<file path="src/rtl/irq_rot_pkg.sv">
package irq_rot_pkg;

  // Source chosen for the next rotation base, in precedence order.
  typedef enum logic [2:0] {
    BASE_HOLD = 3'd0,
    BASE_ACK  = 3'd1,
    BASE_EOI  = 3'd2,
    BASE_SEOI = 3'd3,
    BASE_PRIO = 3'd4
  } base_src_e;

endpackage

</file>
<file path="src/rtl/irq_rot_find.sv">
// Finds the best-priority set bit of a vector relative to a rotation base.
module irq_rot_find #(
  parameter int N  = 8,
  parameter int LW = $clog2(N)
) (
  input  logic [N-1:0]  vec_i,
  input  logic [LW-1:0] base_i,
  output logic          any_o,
  output logic [LW:0]   pos_o,
  output logic [LW-1:0] line_o
);

  logic [2*N-1:0] dbl;
  logic [N-1:0]   rot;
  logic [LW:0]    pos_c;

  // rot[p] holds line (p + base) mod N
  assign dbl = {vec_i, vec_i} >> base_i;
  assign rot = dbl[N-1:0];

  always_comb begin
    pos_c = (LW+1)'(N);
    for (int p = N - 1; p >= 0; p--) begin
      if (rot[p]) pos_c = (LW+1)'(p);
    end
  end

  assign any_o  = |vec_i;
  assign pos_o  = pos_c;
  assign line_o = pos_c[LW-1:0] + base_i;

endmodule

</file>
<file path="src/rtl/irq_rot_arb.sv">
// Decides whether a candidate strictly beats the in-service level.
module irq_rot_arb #(
  parameter int N           = 8,
  parameter int LW          = $clog2(N),
  parameter int CASC_LINE   = 2,
  parameter bit CASC_MASTER = 1'b1
) (
  input  logic [N-1:0]  pend_i,
  input  logic [N-1:0]  mask_i,
  input  logic [N-1:0]  isr_i,
  input  logic [LW-1:0] base_i,
  input  logic          sfnm_i,
  output logic          req_o,
  output logic [LW-1:0] line_o
);

  logic [N-1:0]  cand;
  logic [N-1:0]  isr_cmp;
  logic          cand_any;
  logic [LW:0]   cand_pos;
  logic          isr_any;
  logic [LW:0]   isr_pos;
  logic [LW-1:0] isr_line;

  assign cand = pend_i & ~mask_i;

  generate
    if (CASC_MASTER) begin : g_master
      logic [N-1:0] casc_hole;
      always_comb begin
        casc_hole            = '0;
        casc_hole[CASC_LINE] = sfnm_i;
      end
      assign isr_cmp = isr_i & ~casc_hole;
    end else begin : g_slave
      logic unused_sfnm;
      assign unused_sfnm = sfnm_i;
      assign isr_cmp     = isr_i;
    end
  endgenerate

  irq_rot_find #(.N(N), .LW(LW)) u_find_cand (
    .vec_i  (cand),
    .base_i (base_i),
    .any_o  (cand_any),
    .pos_o  (cand_pos),
    .line_o (line_o)
  );

  irq_rot_find #(.N(N), .LW(LW)) u_find_isr (
    .vec_i  (isr_cmp),
    .base_i (base_i),
    .any_o  (isr_any),
    .pos_o  (isr_pos),
    .line_o (isr_line)
  );

  logic unused_isr;
  assign unused_isr = isr_any ^ (|isr_line);

  assign req_o = cand_any && (cand_pos < isr_pos);

endmodule

</file>
<file path="src/rtl/irq_rot_state.sv">
// In-service register and rotation base with strobe precedence.
module irq_rot_state #(
  parameter int N  = 8,
  parameter int LW = $clog2(N)
) (
  input  logic          clk,
  input  logic          rst,
  input  logic          ack_i,
  input  logic          win_valid_i,
  input  logic [LW-1:0] win_line_i,
  input  logic          auto_eoi_i,
  input  logic          rot_aeoi_i,
  input  logic          eoi_i,
  input  logic          spec_eoi_i,
  input  logic [LW-1:0] spec_line_i,
  input  logic          eoi_rot_i,
  input  logic          prio_set_i,
  input  logic [LW-1:0] prio_line_i,
  output logic [N-1:0]  isr_o,
  output logic [LW-1:0] base_o
);
  import irq_rot_pkg::*;

  logic [N-1:0]  isr_q;
  logic [LW-1:0] base_q;
  logic          top_any;
  logic [LW:0]   top_pos;
  logic [LW-1:0] top_line;
  logic [N-1:0]  clr_v;
  logic [N-1:0]  set_v;
  logic [N-1:0]  isr_n;
  logic [LW-1:0] base_n;
  base_src_e     base_sel;
  logic          grant;

  // Best in-service line, used by the highest-priority end-of-interrupt
  irq_rot_find #(.N(N), .LW(LW)) u_find_top (
    .vec_i  (isr_q),
    .base_i (base_q),
    .any_o  (top_any),
    .pos_o  (top_pos),
    .line_o (top_line)
  );

  logic unused_pos;
  assign unused_pos = top_pos[LW];

  assign grant = ack_i && win_valid_i;

  always_comb begin
    clr_v = '0;
    if (eoi_i && top_any) clr_v[top_line]    = 1'b1;
    if (spec_eoi_i)       clr_v[spec_line_i] = 1'b1;
    set_v = '0;
    if (grant && !auto_eoi_i) set_v[win_line_i] = 1'b1;
    isr_n = (isr_q & ~clr_v) | set_v;
  end

  always_comb begin
    if (grant && auto_eoi_i && rot_aeoi_i)  base_sel = BASE_ACK;
    else if (eoi_i && top_any && eoi_rot_i) base_sel = BASE_EOI;
    else if (spec_eoi_i && eoi_rot_i)       base_sel = BASE_SEOI;
    else if (prio_set_i)                    base_sel = BASE_PRIO;
    else                                    base_sel = BASE_HOLD;
  end

  always_comb begin
    unique case (base_sel)
      BASE_ACK:  base_n = win_line_i + 1'b1;
      BASE_EOI:  base_n = top_line + 1'b1;
      BASE_SEOI: base_n = spec_line_i + 1'b1;
      BASE_PRIO: base_n = prio_line_i + 1'b1;
      default:   base_n = base_q;
    endcase
  end

  always_ff @(posedge clk) begin
    if (rst) begin
      isr_q  <= '0;
      base_q <= '0;
    end else begin
      isr_q  <= isr_n;
      base_q <= base_n;
    end
  end

  assign isr_o  = isr_q;
  assign base_o = base_q;

endmodule

</file>
<file path="src/rtl/irq_rot_resolver.sv">
module irq_rot_resolver #(
  parameter int   N_LINES     = 8,
  parameter int   VEC_W       = 8,
  parameter int   CASC_LINE   = 2,
  parameter bit   CASC_MASTER = 1'b1,
  localparam int  LW          = $clog2(N_LINES),
  localparam int  VB_W        = VEC_W - LW
) (
  input  logic               clk,
  input  logic               rst,
  input  logic [N_LINES-1:0] pend_i,
  input  logic [N_LINES-1:0] mask_i,
  input  logic [VB_W-1:0]    vec_base_i,
  input  logic               auto_eoi_i,
  input  logic               rot_aeoi_i,
  input  logic               sfnm_i,
  input  logic               ack_i,
  input  logic               eoi_i,
  input  logic               spec_eoi_i,
  input  logic [LW-1:0]      spec_line_i,
  input  logic               eoi_rot_i,
  input  logic               prio_set_i,
  input  logic [LW-1:0]      prio_line_i,
  output logic               irq_o,
  output logic [VEC_W-1:0]   vec_o,
  output logic               vec_valid_o,
  output logic [N_LINES-1:0] isr_o,
  output logic [LW-1:0]      rot_base_o
);

  localparam logic [LW-1:0] SPUR_LINE = LW'(N_LINES - 1);

  logic [N_LINES-1:0] isr_w;
  logic [LW-1:0]      base_w;
  logic               req_w;
  logic [LW-1:0]      win_line_w;
  logic               irq_q;
  logic [VEC_W-1:0]   vec_q;
  logic               vld_q;

  irq_rot_arb #(
    .N(N_LINES), .LW(LW), .CASC_LINE(CASC_LINE), .CASC_MASTER(CASC_MASTER)
  ) u_arb (
    .pend_i (pend_i),
    .mask_i (mask_i),
    .isr_i  (isr_w),
    .base_i (base_w),
    .sfnm_i (sfnm_i),
    .req_o  (req_w),
    .line_o (win_line_w)
  );

  irq_rot_state #(.N(N_LINES), .LW(LW)) u_state (
    .clk         (clk),
    .rst         (rst),
    .ack_i       (ack_i),
    .win_valid_i (req_w),
    .win_line_i  (win_line_w),
    .auto_eoi_i  (auto_eoi_i),
    .rot_aeoi_i  (rot_aeoi_i),
    .eoi_i       (eoi_i),
    .spec_eoi_i  (spec_eoi_i),
    .spec_line_i (spec_line_i),
    .eoi_rot_i   (eoi_rot_i),
    .prio_set_i  (prio_set_i),
    .prio_line_i (prio_line_i),
    .isr_o       (isr_w),
    .base_o      (base_w)
  );

  always_ff @(posedge clk) begin
    if (rst) begin
      irq_q <= 1'b0;
      vec_q <= '0;
      vld_q <= 1'b0;
    end else begin
      irq_q <= req_w;
      vld_q <= ack_i;
      if (ack_i) vec_q <= {vec_base_i, (req_w ? win_line_w : SPUR_LINE)};
    end
  end

  assign irq_o       = irq_q;
  assign vec_o       = vec_q;
  assign vec_valid_o = vld_q;
  assign isr_o       = isr_w;
  assign rot_base_o  = base_w;

endmodule

</file>
<file path="config.mk">
export PLATFORM = sky130hd
export DESIGN_NAME = irq_rot_resolver
export DESIGN_NICKNAME = d
export VERILOG_FILES = /design/src/rtl/irq_rot_pkg.sv /design/src/rtl/irq_rot_find.sv /design/src/rtl/irq_rot_arb.sv /design/src/rtl/irq_rot_state.sv /design/src/rtl/irq_rot_resolver.sv
export SDC_FILE = /design/constraint.sdc
export NUM_CORES = 1
export LEC_CHECK = 0
export BUFFER_PORTS_ARGS = -buffer_cell sky130_fd_sc_hd__buf_4
export CAP_MARGIN = 30
export CORE_ASPECT_RATIO = 1.2
export CORE_MARGIN = 5
export CORE_UTILIZATION = 50
export CTS_CLUSTER_SIZE = 14
export DETAILED_ROUTE_END_ITERATION = 10
export PLACE_DENSITY = 0.8
export SLEW_MARGIN = 5
export SYNTH_ARGS = -nofsm -noshare
export SYNTH_HDL_FRONTEND = slang
export SYNTH_SLANG_ARGS = --single-unit
</file>
<file path="constraint.sdc">
create_clock -name clk -period 11.4 [get_ports clk]
set_clock_uncertainty 0.1 [all_clocks]
set_input_delay 0.57 -clock clk [delete_from_list [all_inputs] [get_ports clk]]
set_output_delay 0.57 -clock clk [all_outputs]
set_load 0.01 [all_outputs]
</file>
==> flow_metrics.env <==
export IMPL_crit_fanout=40
export IMPL_ctsHoldBuffers=0
export IMPL_drive_above_1_share_pct=25.79
export IMPL_critPathKind="reg -> reg"
export IMPL_root_buffer="clkbuf_8"
export IMPL_syn_num_nets=378
export IMPL_ys_async_sr_fraction_pct=0
export IMPL_hold_class="reg -> reg"
export IMPL_ios=58
export IMPL_wirelength_mm=7.499
export IMPL_synth_distinct_cells=83
export IMPL_ys_warn_count=0
export IMPL_clkLatencyLatePin_ns=0.27
export IMPL_grt_pass1_vias=2652
export IMPL_drv_slew=0
export IMPL_ant_nets=0
export IMPL_synth_seq_area_share_pct=15.23
export IMPL_syn_area_mm2=0.002760
export IMPL_numCtsBuffers=3
export IMPL_finalNonFillerCells=442
export IMPL_antenna_found_initial=0
export IMPL_cts_tree="yes"
export IMPL_track_usage_pct=20.66
export IMPL_leakagePower_nw=1.343
export IMPL_post_place_cells=438
export IMPL_fin_total_pwr_w=0.0008167
export IMPL_setup_viol=0
export IMPL_final_cell_mix="buf_4 (60), nand2_1 (36), nor2_1 (24)"
export IMPL_antenna_cells=0
export IMPL_drt_iter0_markers=385
export IMPL_vias=2866
export IMPL_hold_viol_final=0
export IMPL_crit_path_end_kind="register"
export IMPL_layout_commonest_cell="buf_4"
export IMPL_cts_htree_levels=1
export IMPL_critPathArrivalTime_ns=4.78
export IMPL_start_util_pct=51.75
export IMPL_drv_cap=0
export IMPL_fin_crit_ns=4.725
export IMPL_grt_pass1_wl_mm=12.54
export IMPL_dr_pass1_iters=4
export IMPL_cts_resized=0
export IMPL_synthCells=333
export IMPL_whs_ns=0.4044
export IMPL_die_x_um=77.83
export IMPL_p_per_area_mw_per_mm2=253.2
export IMPL_dpl_cell_area_mm2=0.003179
export IMPL_cts_setup_buffers=0
export IMPL_synth_area_per_cell_um2=8.289
export IMPL_cts_sinks=21
export IMPL_area_growth_pct=16.86
export IMPL_design_core_area_mm2=0.005334
export IMPL_worstMarginPinSlew_ns=0.7553
export IMPL_final_area_mm2=0.003226
export IMPL_wire_per_inst_um=16.97
export IMPL_r2r_slack_ns=6.67
export IMPL_status="complete, no violations"
export IMPL_die_area_mm2=0.007112
export IMPL_irDropWorstVdd_mv=0.1422
export IMPL_die_h_um=91.39
export IMPL_clock_path_buffers=2
export IMPL_clk_pin_slew_ns=0.08
export IMPL_grt_max_degree=41
export IMPL_cp_required_ns=11.45
export IMPL_ys_flop_type="dfxtp_1"
export IMPL_yosys_register_bits=21
export IMPL_drc=0
export IMPL_relSlewSlack_pct=49.19
export IMPL_place_hpwl_mm=5.667
export IMPL_portBuffers=57
export IMPL_place_congestion=0.9287
export IMPL_synth_edf_count=0
export IMPL_rsz0062_at_grt="false"
export IMPL_rows=29
export IMPL_post_route_period_util_pct=41.45
export IMPL_fmax_mhz=211.6
export IMPL_nets=426
export IMPL_via_per_inst=6.484
export IMPL_globalRouteOverflowTotal=0
export IMPL_critPathLaunchType="register"
export IMPL_tns_ns=0
==> metrics by stage <==
step	setup WS, ns	util (%)
floorplan	7.110	-
global placement	6.831	59.61
detailed placement	6.696	59.61
CTS	6.678	60.47
global route	6.241	60.47
finish	6.675	60.47
==> cell families after synthesis <==
kind of cell / after synthesis / share of synthesized area (%)
compound gates: 91 / 25.70
xor+xnor: 4 / 2.085
fa+ha+maj: 8 / 4.170
buf+inv: 28 / 5.530
flops: 21 / 15.23
mux: 39 / 18.59
simple gates: 142 / 28.69
==> cell usage after synthesis (3+ instances only) <==
cell type	instances	area (µm²)
o311ai_1	3	26.28
mux2_2	4	45.04
buf_2	3	15.01
nor4bb_1	4	40.04
buf_6	3	33.78
dfxtp_1	21	420.4
o22ai_1	4	25.02
a21boi_0	5	37.54
o21ai_0	11	55.05
a21o_1	4	30.03
a22o_1	3	26.28
nand3b_1	3	22.52
nor2b_1	15	93.84
nor4b_1	4	35.03
inv_1	9	33.78
and3_1	4	25.02
nand4_1	4	25.02
a211oi_1	5	37.54
nand3_1	8	40.04
mux4_2	7	157.7
ha_1	6	75.07
and2_1	6	37.54
o211ai_1	5	37.54
a21oi_1	14	70.07
nor2_1	24	90.09
nand2_1	36	135.1
nor4_1	5	31.28
nand2b_1	6	37.54
a221oi_1	3	26.28
o41ai_1	3	26.28
mux2i_1	23	230.2
nor3_1	6	30.03
clkbuf_1	6	22.52
==> registers in the layout, summed over array words and instances, names as in the netlist <==
register / cells
u_state.isr_o: 8
irq_o: 1
vec_o: 8
vec_valid_o: 1
u_state.base_o: 3
==> worst paths after layout <==
| check | depth (start not counted) | to | from |
|---|---|---|---|
| worst min register to register | 2 | vec_o[5] | vec_o[5] |
| worst max register to register | 14 | u_state.base_o[2] | u_state.base_o[1] |
| worst min-delay path | 2 | vec_o[5] | vec_o[5] |
| worst max-delay path | 14 | u_state.base_o[2] | u_state.base_o[1] |
==> per-layer routing <==
layer  share of wire [%]  GRT usage [%]  vias to the layer above  wire, µm
met4                 2.1          7.163                        0       161
li1                    -              -                     1393         -
met1                  44          26.96                     1340      3292
met2                  47          34.26                      114      3505
met3                 7.2          3.168                       19       540
met5                   0              0                        -         0
==> critical path, cell delays in order (launching register included) <==
cell and delay [ns]:
dfxtp_1 0.31, buf_4 0.39, mux4_2 0.63, a31oi_1 0.25, nor3b_1 0.43, nand4_1 0.16
ha_1 0.33, a211oi_1 0.50, and4_1 0.34, nand2_1 0.11, a2bb2oi_1 0.15, ha_1 0.24
xor3_1 0.42, nor3_1 0.15, a211oi_1 0.07
==> final cells by class <==
type | instances | area (µm²)
flip-flops and latches | 21 | 420.4
fillers | 477 | 2108
multi-input cells | 284 | 2187
inverters | 11 | 43.79
well taps | 62 | 77.57
repair buffers | 60 | 450.4
clock inverters | 1 | 5.005
clock buffers | 3 | 41.29
==> power breakdown <==
part           switching, W  internal (W)
sequential        0.0000283     0.0000921
combinational      0.000375      0.000272
clock             0.0000254     0.0000244
(Power assumes the default switching activity.)
